===== src/rtl/ringdma_pkg.sv =====
package ringdma_pkg;

  localparam int REG_AW = 3;

  localparam logic [REG_AW-1:0] REG_CTRL   = 3'd0;
  localparam logic [REG_AW-1:0] REG_BASE   = 3'd1;
  localparam logic [REG_AW-1:0] REG_SIZE   = 3'd2;
  localparam logic [REG_AW-1:0] REG_RDPTR  = 3'd3;
  localparam logic [REG_AW-1:0] REG_WRPTR  = 3'd4;
  localparam logic [REG_AW-1:0] REG_THRESH = 3'd5;
  localparam logic [REG_AW-1:0] REG_STATUS = 3'd6;

  typedef enum logic [1:0] {
    XF_IDLE = 2'd0,
    XF_REQ  = 2'd1,
    XF_DATA = 2'd2
  } xfer_state_t;

endpackage


===== src/rtl/ringdma_regs.sv =====
module ringdma_regs
  import ringdma_pkg::*;
#(
  parameter int ADDR_W = 32,
  parameter int IDX_W  = 16,
  parameter int CNT_W  = 16,
  parameter int BSHIFT = 10
) (
  input  logic              clk,
  input  logic              rst_n,
  input  logic              cfg_we,
  input  logic [REG_AW-1:0] cfg_addr,
  input  logic [ADDR_W-1:0] cfg_wdata,
  output logic [ADDR_W-1:0] cfg_rdata,
  input  logic [IDX_W-1:0]  wr_idx,
  input  logic              wr_tog,
  input  logic [IDX_W-1:0]  rd_idx,
  input  logic              rd_tog,
  input  logic              full,
  input  logic              empty,
  input  logic              busy,
  output logic              run_en,
  output logic              irq_en,
  output logic [ADDR_W-1:0] base,
  output logic [IDX_W-1:0]  size,
  output logic [CNT_W-1:0]  thresh,
  output logic              rd_load,
  output logic [IDX_W-1:0]  rd_load_idx,
  output logic              rd_load_tog
);

  localparam logic [ADDR_W-1:0] LOW_MASK = (ADDR_W'(1) << BSHIFT) - ADDR_W'(1);

  // pointer (index + wrap bit) to its register image
  function automatic logic [ADDR_W-1:0] ptr_image(input logic [ADDR_W-1:0] b,
                                                  input logic [IDX_W-1:0]  idx,
                                                  input logic              tog);
    return (b + (ADDR_W'(idx) << BSHIFT)) | ADDR_W'(tog);
  endfunction

  // address written by software to a block index of the ring
  function automatic logic [IDX_W-1:0] addr_index(input logic [ADDR_W-1:0] a,
                                                  input logic [ADDR_W-1:0] b);
    return IDX_W'((a - b) >> BSHIFT);
  endfunction

  always_comb begin
    rd_load     = cfg_we && (cfg_addr == REG_RDPTR) && run_en;
    rd_load_idx = addr_index(cfg_wdata, base);
    rd_load_tog = cfg_wdata[0];
  end

  always_ff @(posedge clk or negedge rst_n) begin
    if (!rst_n) begin
      run_en <= 1'b0;
      irq_en <= 1'b0;
      base   <= '0;
      size   <= '0;
      thresh <= '0;
    end else if (cfg_we) begin
      case (cfg_addr)
        REG_CTRL: begin
          run_en <= cfg_wdata[0];
          irq_en <= cfg_wdata[1];
        end
        REG_BASE:   base   <= cfg_wdata & ~LOW_MASK;
        REG_SIZE:   size   <= cfg_wdata[IDX_W-1:0];
        REG_THRESH: thresh <= cfg_wdata[CNT_W-1:0];
        default: ;
      endcase
    end
  end

  always_comb begin
    case (cfg_addr)
      REG_CTRL:   cfg_rdata = {{(ADDR_W-2){1'b0}}, irq_en, run_en};
      REG_BASE:   cfg_rdata = base;
      REG_SIZE:   cfg_rdata = ADDR_W'(size);
      REG_RDPTR:  cfg_rdata = ptr_image(base, rd_idx, rd_tog);
      REG_WRPTR:  cfg_rdata = ptr_image(base, wr_idx, wr_tog);
      REG_THRESH: cfg_rdata = ADDR_W'(thresh);
      REG_STATUS: cfg_rdata = {{(ADDR_W-3){1'b0}}, busy, empty, full};
      default:    cfg_rdata = '0;
    endcase
  end

endmodule


===== src/rtl/ringdma_ptrs.sv =====
module ringdma_ptrs #(
  parameter int IDX_W = 16
) (
  input  logic             clk,
  input  logic             rst_n,
  input  logic             clear,
  input  logic             advance,
  input  logic [IDX_W-1:0] size,
  input  logic             rd_load,
  input  logic [IDX_W-1:0] rd_load_idx,
  input  logic             rd_load_tog,
  output logic [IDX_W-1:0] wr_idx,
  output logic             wr_tog,
  output logic [IDX_W-1:0] rd_idx,
  output logic             rd_tog,
  output logic             full,
  output logic             empty,
  output logic             ptr_wrap
);

  // next block index; MSB of the result says the ring wrapped
  function automatic logic [IDX_W:0] step_index(input logic [IDX_W-1:0] idx,
                                                input logic [IDX_W-1:0] sz);
    logic [IDX_W:0] inc;
    inc = {1'b0, idx} + {{IDX_W{1'b0}}, 1'b1};
    if (inc == {1'b0, sz}) return {1'b1, {IDX_W{1'b0}}};
    return {1'b0, inc[IDX_W-1:0]};
  endfunction

  logic [IDX_W:0] wr_next;

  always_comb begin
    wr_next  = step_index(wr_idx, size);
    ptr_wrap = advance && wr_next[IDX_W];
    full     = (wr_idx == rd_idx) && (wr_tog != rd_tog);
    empty    = (wr_idx == rd_idx) && (wr_tog == rd_tog);
  end

  always_ff @(posedge clk or negedge rst_n) begin
    if (!rst_n) begin
      wr_idx <= '0;
      wr_tog <= 1'b0;
      rd_idx <= '0;
      rd_tog <= 1'b0;
    end else if (clear) begin
      wr_idx <= '0;
      wr_tog <= 1'b0;
      rd_idx <= '0;
      rd_tog <= 1'b0;
    end else begin
      if (advance) begin
        wr_idx <= wr_next[IDX_W-1:0];
        wr_tog <= wr_tog ^ wr_next[IDX_W];
      end
      if (rd_load) begin
        rd_idx <= rd_load_idx;
        rd_tog <= rd_load_tog;
      end
    end
  end

endmodule


===== src/rtl/ringdma_xfer.sv =====
module ringdma_xfer
  import ringdma_pkg::*;
#(
  parameter int ADDR_W = 32,
  parameter int DATA_W = 64,
  parameter int IDX_W  = 16,
  parameter int BEATS  = 128,
  parameter int BSHIFT = 10
) (
  input  logic              clk,
  input  logic              rst_n,
  input  logic              run_en,
  input  logic              full,
  input  logic [IDX_W-1:0]  size,
  input  logic [ADDR_W-1:0] base,
  input  logic [IDX_W-1:0]  wr_idx,
  output logic              req_valid,
  input  logic              req_ready,
  output logic [ADDR_W-1:0] req_addr,
  input  logic              src_empty,
  output logic              src_rd_en,
  input  logic [DATA_W-1:0] src_data,
  output logic              dat_valid,
  input  logic              dat_ready,
  output logic [DATA_W-1:0] dat_data,
  output logic              dat_last,
  output logic              blk_start,
  output logic              blk_done,
  output logic              busy
);

  localparam int BEAT_W = (BEATS > 1) ? $clog2(BEATS) : 1;
  localparam logic [BEAT_W-1:0] LAST_BEAT = BEAT_W'(BEATS - 1);

  function automatic logic [ADDR_W-1:0] block_addr(input logic [ADDR_W-1:0] b,
                                                   input logic [IDX_W-1:0]  idx);
    return b + (ADDR_W'(idx) << BSHIFT);
  endfunction

  xfer_state_t       state_q;
  logic [BEAT_W-1:0] beat_q;
  logic [ADDR_W-1:0] addr_q;
  logic              beat_hs;

  always_comb begin
    busy      = (state_q != XF_IDLE);
    blk_start = (state_q == XF_IDLE) && run_en && !full && (size != '0);
    req_valid = (state_q == XF_REQ);
    req_addr  = addr_q;
    dat_valid = (state_q == XF_DATA) && !src_empty;
    dat_data  = src_data;
    dat_last  = (state_q == XF_DATA) && (beat_q == LAST_BEAT);
    beat_hs   = dat_valid && dat_ready;
    src_rd_en = beat_hs;
    blk_done  = beat_hs && (beat_q == LAST_BEAT);
  end

  always_ff @(posedge clk or negedge rst_n) begin
    if (!rst_n) begin
      state_q <= XF_IDLE;
      beat_q  <= '0;
      addr_q  <= '0;
    end else begin
      case (state_q)
        XF_IDLE: begin
          if (blk_start) begin
            state_q <= XF_REQ;
            addr_q  <= block_addr(base, wr_idx);
          end
        end
        XF_REQ: begin
          if (req_ready) begin
            state_q <= XF_DATA;
            beat_q  <= '0;
          end
        end
        XF_DATA: begin
          if (beat_hs) begin
            if (beat_q == LAST_BEAT) state_q <= XF_IDLE;
            else                     beat_q  <= beat_q + BEAT_W'(1);
          end
        end
        default: state_q <= XF_IDLE;
      endcase
    end
  end

endmodule


===== src/rtl/ringdma_irq.sv =====
module ringdma_irq #(
  parameter int CNT_W = 16
) (
  input  logic             clk,
  input  logic             rst_n,
  input  logic             clear,
  input  logic             advance,
  input  logic [CNT_W-1:0] thresh,
  input  logic             irq_en,
  output logic             irq,
  output logic             irq_fire
);

  logic [CNT_W-1:0] cnt_q;

  // true when one more finished block reaches a nonzero threshold
  function automatic logic hits_threshold(input logic [CNT_W-1:0] cnt,
                                          input logic [CNT_W-1:0] thr);
    logic [CNT_W:0] nxt;
    nxt = {1'b0, cnt} + {{CNT_W{1'b0}}, 1'b1};
    return (thr != '0) && (nxt >= {1'b0, thr});
  endfunction

  always_comb irq_fire = advance && hits_threshold(cnt_q, thresh);

  always_ff @(posedge clk or negedge rst_n) begin
    if (!rst_n) begin
      cnt_q <= '0;
      irq   <= 1'b0;
    end else if (clear) begin
      cnt_q <= '0;
      irq   <= 1'b0;
    end else if (advance) begin
      if (irq_fire) begin
        cnt_q <= '0;
        irq   <= irq_en;
      end else begin
        cnt_q <= cnt_q + CNT_W'(1);
        irq   <= 1'b0;
      end
    end else begin
      irq <= 1'b0;
    end
  end

endmodule


===== src/rtl/ringdma_ptr_ctrl.sv =====
module ringdma_ptr_ctrl
  import ringdma_pkg::*;
#(
  parameter int ADDR_W      = 32,
  parameter int DATA_W      = 64,
  parameter int BLOCK_BYTES = 1024,
  parameter int IDX_W       = 16,
  parameter int CNT_W       = 16,
  localparam int BSHIFT     = $clog2(BLOCK_BYTES),
  localparam int BEATS      = BLOCK_BYTES / (DATA_W / 8),
  localparam int LEN_W      = BSHIFT + 1
) (
  input  logic              clk,
  input  logic              rst_n,
  input  logic              cfg_we,
  input  logic [REG_AW-1:0] cfg_addr,
  input  logic [ADDR_W-1:0] cfg_wdata,
  output logic [ADDR_W-1:0] cfg_rdata,
  input  logic              src_empty,
  output logic              src_rd_en,
  input  logic [DATA_W-1:0] src_data,
  output logic              req_valid,
  input  logic              req_ready,
  output logic [ADDR_W-1:0] req_addr,
  output logic [LEN_W-1:0]  req_len,
  output logic              dat_valid,
  input  logic              dat_ready,
  output logic [DATA_W-1:0] dat_data,
  output logic              dat_last,
  output logic              irq
);

  logic              run_en, irq_en;
  logic [ADDR_W-1:0] base;
  logic [IDX_W-1:0]  size;
  logic [CNT_W-1:0]  thresh;
  logic              rd_load, rd_load_tog;
  logic [IDX_W-1:0]  rd_load_idx;
  logic [IDX_W-1:0]  wr_idx, rd_idx;
  logic              wr_tog, rd_tog;
  logic              full, empty, busy;

  // named internal events, observed by the checker
  logic blk_start, blk_done, ptr_clear, ptr_wrap, irq_fire;

  assign req_len   = LEN_W'(BLOCK_BYTES);
  assign ptr_clear = !run_en && !busy;

  ringdma_regs #(
    .ADDR_W(ADDR_W), .IDX_W(IDX_W), .CNT_W(CNT_W), .BSHIFT(BSHIFT)
  ) u_regs (
    .clk(clk), .rst_n(rst_n),
    .cfg_we(cfg_we), .cfg_addr(cfg_addr), .cfg_wdata(cfg_wdata), .cfg_rdata(cfg_rdata),
    .wr_idx(wr_idx), .wr_tog(wr_tog), .rd_idx(rd_idx), .rd_tog(rd_tog),
    .full(full), .empty(empty), .busy(busy),
    .run_en(run_en), .irq_en(irq_en), .base(base), .size(size), .thresh(thresh),
    .rd_load(rd_load), .rd_load_idx(rd_load_idx), .rd_load_tog(rd_load_tog)
  );

  ringdma_ptrs #(
    .IDX_W(IDX_W)
  ) u_ptrs (
    .clk(clk), .rst_n(rst_n),
    .clear(ptr_clear), .advance(blk_done), .size(size),
    .rd_load(rd_load), .rd_load_idx(rd_load_idx), .rd_load_tog(rd_load_tog),
    .wr_idx(wr_idx), .wr_tog(wr_tog), .rd_idx(rd_idx), .rd_tog(rd_tog),
    .full(full), .empty(empty), .ptr_wrap(ptr_wrap)
  );

  ringdma_xfer #(
    .ADDR_W(ADDR_W), .DATA_W(DATA_W), .IDX_W(IDX_W), .BEATS(BEATS), .BSHIFT(BSHIFT)
  ) u_xfer (
    .clk(clk), .rst_n(rst_n),
    .run_en(run_en), .full(full), .size(size), .base(base), .wr_idx(wr_idx),
    .req_valid(req_valid), .req_ready(req_ready), .req_addr(req_addr),
    .src_empty(src_empty), .src_rd_en(src_rd_en), .src_data(src_data),
    .dat_valid(dat_valid), .dat_ready(dat_ready), .dat_data(dat_data), .dat_last(dat_last),
    .blk_start(blk_start), .blk_done(blk_done), .busy(busy)
  );

  ringdma_irq #(
    .CNT_W(CNT_W)
  ) u_irq (
    .clk(clk), .rst_n(rst_n),
    .clear(ptr_clear), .advance(blk_done), .thresh(thresh), .irq_en(irq_en),
    .irq(irq), .irq_fire(irq_fire)
  );

endmodule


===== config.mk =====
export PLATFORM = sky130hd
export DESIGN_NAME = ringdma_ptr_ctrl
export DESIGN_NICKNAME = d
export VERILOG_FILES = /design/src/rtl/ringdma_pkg.sv /design/src/rtl/ringdma_regs.sv /design/src/rtl/ringdma_ptrs.sv /design/src/rtl/ringdma_xfer.sv /design/src/rtl/ringdma_irq.sv /design/src/rtl/ringdma_ptr_ctrl.sv
export SDC_FILE = /design/constraint.sdc
export NUM_CORES = 1
export LEC_CHECK = 0
export ABC_CLOCK_PERIOD_IN_PS = 4850
export BUFFER_PORTS_ARGS = -buffer_cell sky130_fd_sc_hd__clkbuf_2
export CELL_PAD_IN_SITES_DETAIL_PLACEMENT = 1
export CELL_PAD_IN_SITES_GLOBAL_PLACEMENT = 1
export CORE_MARGIN = 10
export CORE_UTILIZATION = 45
export CTS_CLUSTER_DIAMETER = 150
export CTS_CLUSTER_SIZE = 25
export DETAILED_ROUTE_END_ITERATION = 10
export PLACE_DENSITY_LB_ADDON = 0.1
export SYNTH_ARGS = -nofsm -noshare
export SYNTH_HDL_FRONTEND = slang
export SYNTH_SLANG_ARGS = --single-unit

===== constraint.sdc =====
create_clock -name clk -period 4.85 [get_ports clk]
set_clock_uncertainty 0.1 [all_clocks]
set_input_delay 0.485 -clock clk [delete_from_list [all_inputs] [get_ports clk]]
set_output_delay 0.485 -clock clk [all_outputs]
set_load 0.01 [all_outputs]

==> metrics.txt <==
clk sinks 138; Die Y 174.9 um; DR iter-0 viols 618; WHS 0.01912 ns; Critical Path RT 4.26 ns; multi-input logic area 6312 sq um; CTS buffer count 17; switching share of power 0.3891; diode count 0; Tmin final 4.289 ns; clock buffer depth 2; Cell Int Power 2.708 mW; number of global-route vias before repair 9,267; Rel. slew slack 0.2221; final setup vio count 0; leak pwr 5.336 nW; DR pass1 iterations 6; PortBufs 99; H-tree levels 4; core area 23,540 sq um; per-cell routed wire length 21.82 um; Die Area 30,580 sq um; peak supply drop 0.0001919 V; initial core utilization 0.4585; Main synth FF type dfrtp_1; EDFF count, synth 0; num rows 56; Power Density 385.2 nW/um^2; initial antenna violation count 0; CP max stage cell a31oi_1; Crit Path Class flop to output pin; RSZ-0062 raised after global routing no; FF/Latch Area 3453 sq um; critical path cell sequence ha_1, fa_1, a211oi_1, o211ai_1, a41oi_1, o21ai_0, a31oi_1, nor3b_1, xnor2_1, o22ai_1, clkbuf_2; Syn-to-layout area delta 6.607%; Die Width 174.9 um; CP max FO 5; status completed; Final period util 0.8843; fin nets 1,388; CP endpoint kind output pin; top cell family by delay on the critical path compound AO/OA/AOI/OAI gates; clock share of power 0.276; vias per cell 5.719; FF+latch count, synth 138; worst-margin pin slew 1.156 ns; worst skew pair latency 0.43 ns; Startpoint Class flop; buffers and inverters on the worst path 1; register share of total power 0.360; filler cell count 2,797; fin worst setup slack 0.5613 ns; largest net degree at the start of global routing 107; DP Cell Count 1,514; Max Cap Viol 0; reg-to-reg setup timing slack 1.17 ns; IO Count 249; FMAX 233.2 MHz; Root Driver clkbuf_16; share of layout cells above drive strength 1 0.1760; Mapped Area 10,790 sq um; GR Overflow Total 0; TNS Setup 0 ns; CTS tree built; Critical Path AT 3.70 ns; PostCTS Resize Cnt 0; sequential share of the synthesized area 0.3199; dpl hpwl 25,490 um; Tot Pwr 4.433 mW; overall routing resource usage 0.2184; ys async rst share 1.000; Syn Inst Count 1,204; drc violations 0; first-pass GRT wire length 53,380 um; Syn. warnings 0; distinct cell type count after synthesis 87; pre-CTS worst setup slack 1.040 ns; register clock-pin slew on the reported worst setup and hold paths 0.07 ns; post-CTS setup buffers 0; CP peak stage delay 0.46 ns; hold-fix buffers at CTS 0; HP Class input pin to async pin; FF-to-FF Start u_irq.cnt_q[0]$_DFFE_PN0P_; ANT nets after route 0; Final Non-Filler Cells 1,546; Slew Limit Fails 0; routed via count 8,841; Final Wtd Congestion 0.8990; Synth Area per Inst 8.965 sq um; Crit. Startpoint u_regs.base[10]$_DFFE_PN0P_; final wirelength 33,730 um; Sw Pwr 1.725 mW; combinational share of power 0.364; final hold violation count 0
[layout make-up]
| type | count | area share |
|---|---|---|
| Sequential cell | 138 | 0.3001 |
| Clock inverter | 13 | 0.008155 |
| Clock buffer | 19 | 0.03849 |
| Multi-Input combinational cell | 884 | 0.5485 |
| Tap cell | 319 | 0.03469 |
| Timing Repair Buffer | 106 | 0.04817 |
| Inverter | 67 | 0.02185 |
[registers in the layout (all words and copies together), names as in the netlist]
| signal | cells |
|---|---|
| u_irq.cnt_q | 16 |
| u_irq.irq | 1 |
| u_ptrs.rd_idx | 16 |
| u_ptrs.rd_tog | 1 |
| u_ptrs.wr_idx | 16 |
| u_ptrs.wr_tog | 1 |
| u_regs.base | 22 |
| u_regs.irq_en | 1 |
| u_regs.run_en | 1 |
| u_regs.size | 16 |
| u_regs.thresh | 16 |
| u_xfer.beat_q | 7 |
| u_xfer.req_addr | 22 |
| u_xfer.state_q | 2 |
[cell usage after synthesis, drive strengths merged (17+ instances only)]
cell type	n	area, sq um
a21o	22	165.2
a21oi	42	214.0
a31oi	17	106.4
buf	103	750.7
clkbuf	31	116.4
dfrtp	138	3453
ha	66	825.8
inv	67	251.5
mux2	47	529.3
mux2i	28	280.3
nand2	91	344.1
nand2b	27	168.9
nand3	55	292.8
nand4	18	127.6
nor2	57	216.5
o21ai	78	390.4
xnor2	75	664.4
xor2	29	254.0
[per-stage QoR]
stage | instance area [sq um] | util
2_1_floorplan | 10870 | -
3_3_place_gp | 10970 | 0.4660
3_5_place_dp | 10970 | 0.4660
4_1_cts | 11510 | 0.4888
5_1_grt | 11510 | 0.4888
6_report | 11510 | 0.4888
[power by group through the flow]
stage | Combinational [mW] | Clock [mW] | Sequential (mW)
2_1_floorplan | 1.25 | 0 | 1.50
3_3_place_gp | 1.57 | 0 | 1.60
3_5_place_dp | 1.60 | 0 | 1.61
4_1_cts | 1.61 | 1.26 | 1.59
5_1_grt | 1.80 | 1.30 | 1.62
6_report | 1.61 | 1.22 | 1.60
[logic make-up (layout without fill, tap and decap cells)]
kind of cell             count (synthesis)  count (layout)  share of synthesized area
buffers and inverters                  201             205                     0.1036
adder cells (fa/ha/maj)                 69              69                    0.08207
flip-flops                             138             138                     0.3199
other                                    2              21                  0.0006958
multiplexers                            75              75                    0.07500
AO/OA/AOI/OAI                          270             270                     0.1633
XOR/XNOR                               104             104                    0.08508
AND/OR/NAND/NOR                        345             345                     0.1703
[path summary, 6_finish.rpt]
path,end,cells past startpoint
max in group asynchronous,u_ptrs.rd_idx[15]$_DFFE_PN0P_,2
min in group clk,u_regs.base[20]$_DFFE_PN0P_,3
min,u_irq.cnt_q[5]$_DFFE_PN0P_,1
max reg2reg,u_irq.cnt_q[12]$_DFFE_PN0P_,15
min reg2reg,u_xfer.req_addr[13]$_DFFE_PN0P_,1
max,cfg_rdata[28],11
[routing by layer]
metal | wire, um | share of wire | up-vias | GRT usage
li1 | - | - | 4192 | -
met3 | 1710 | 0.051 | 63 | 0.04225
met2 | 15210 | 0.45 | 195 | 0.3384
met4 | 702 | 0.021 | 0 | 0.06394
met1 | 16110 | 0.48 | 4391 | 0.3020
met5 | 0 | 0 | - | 0
[placed cells by master, fill, tap and decap left out, types with 29 or more instances in the layout]
cell,n
dfrtp_1,138
clkbuf_2,98
nand2_1,90
o21ai_0,76
xnor2_1,74
inv_1,66
ha_1,66
nor2_1,55
nand3_1,53
mux2_2,47
a21oi_1,40
xor2_1,29
(Power assumes the default switching activity.)
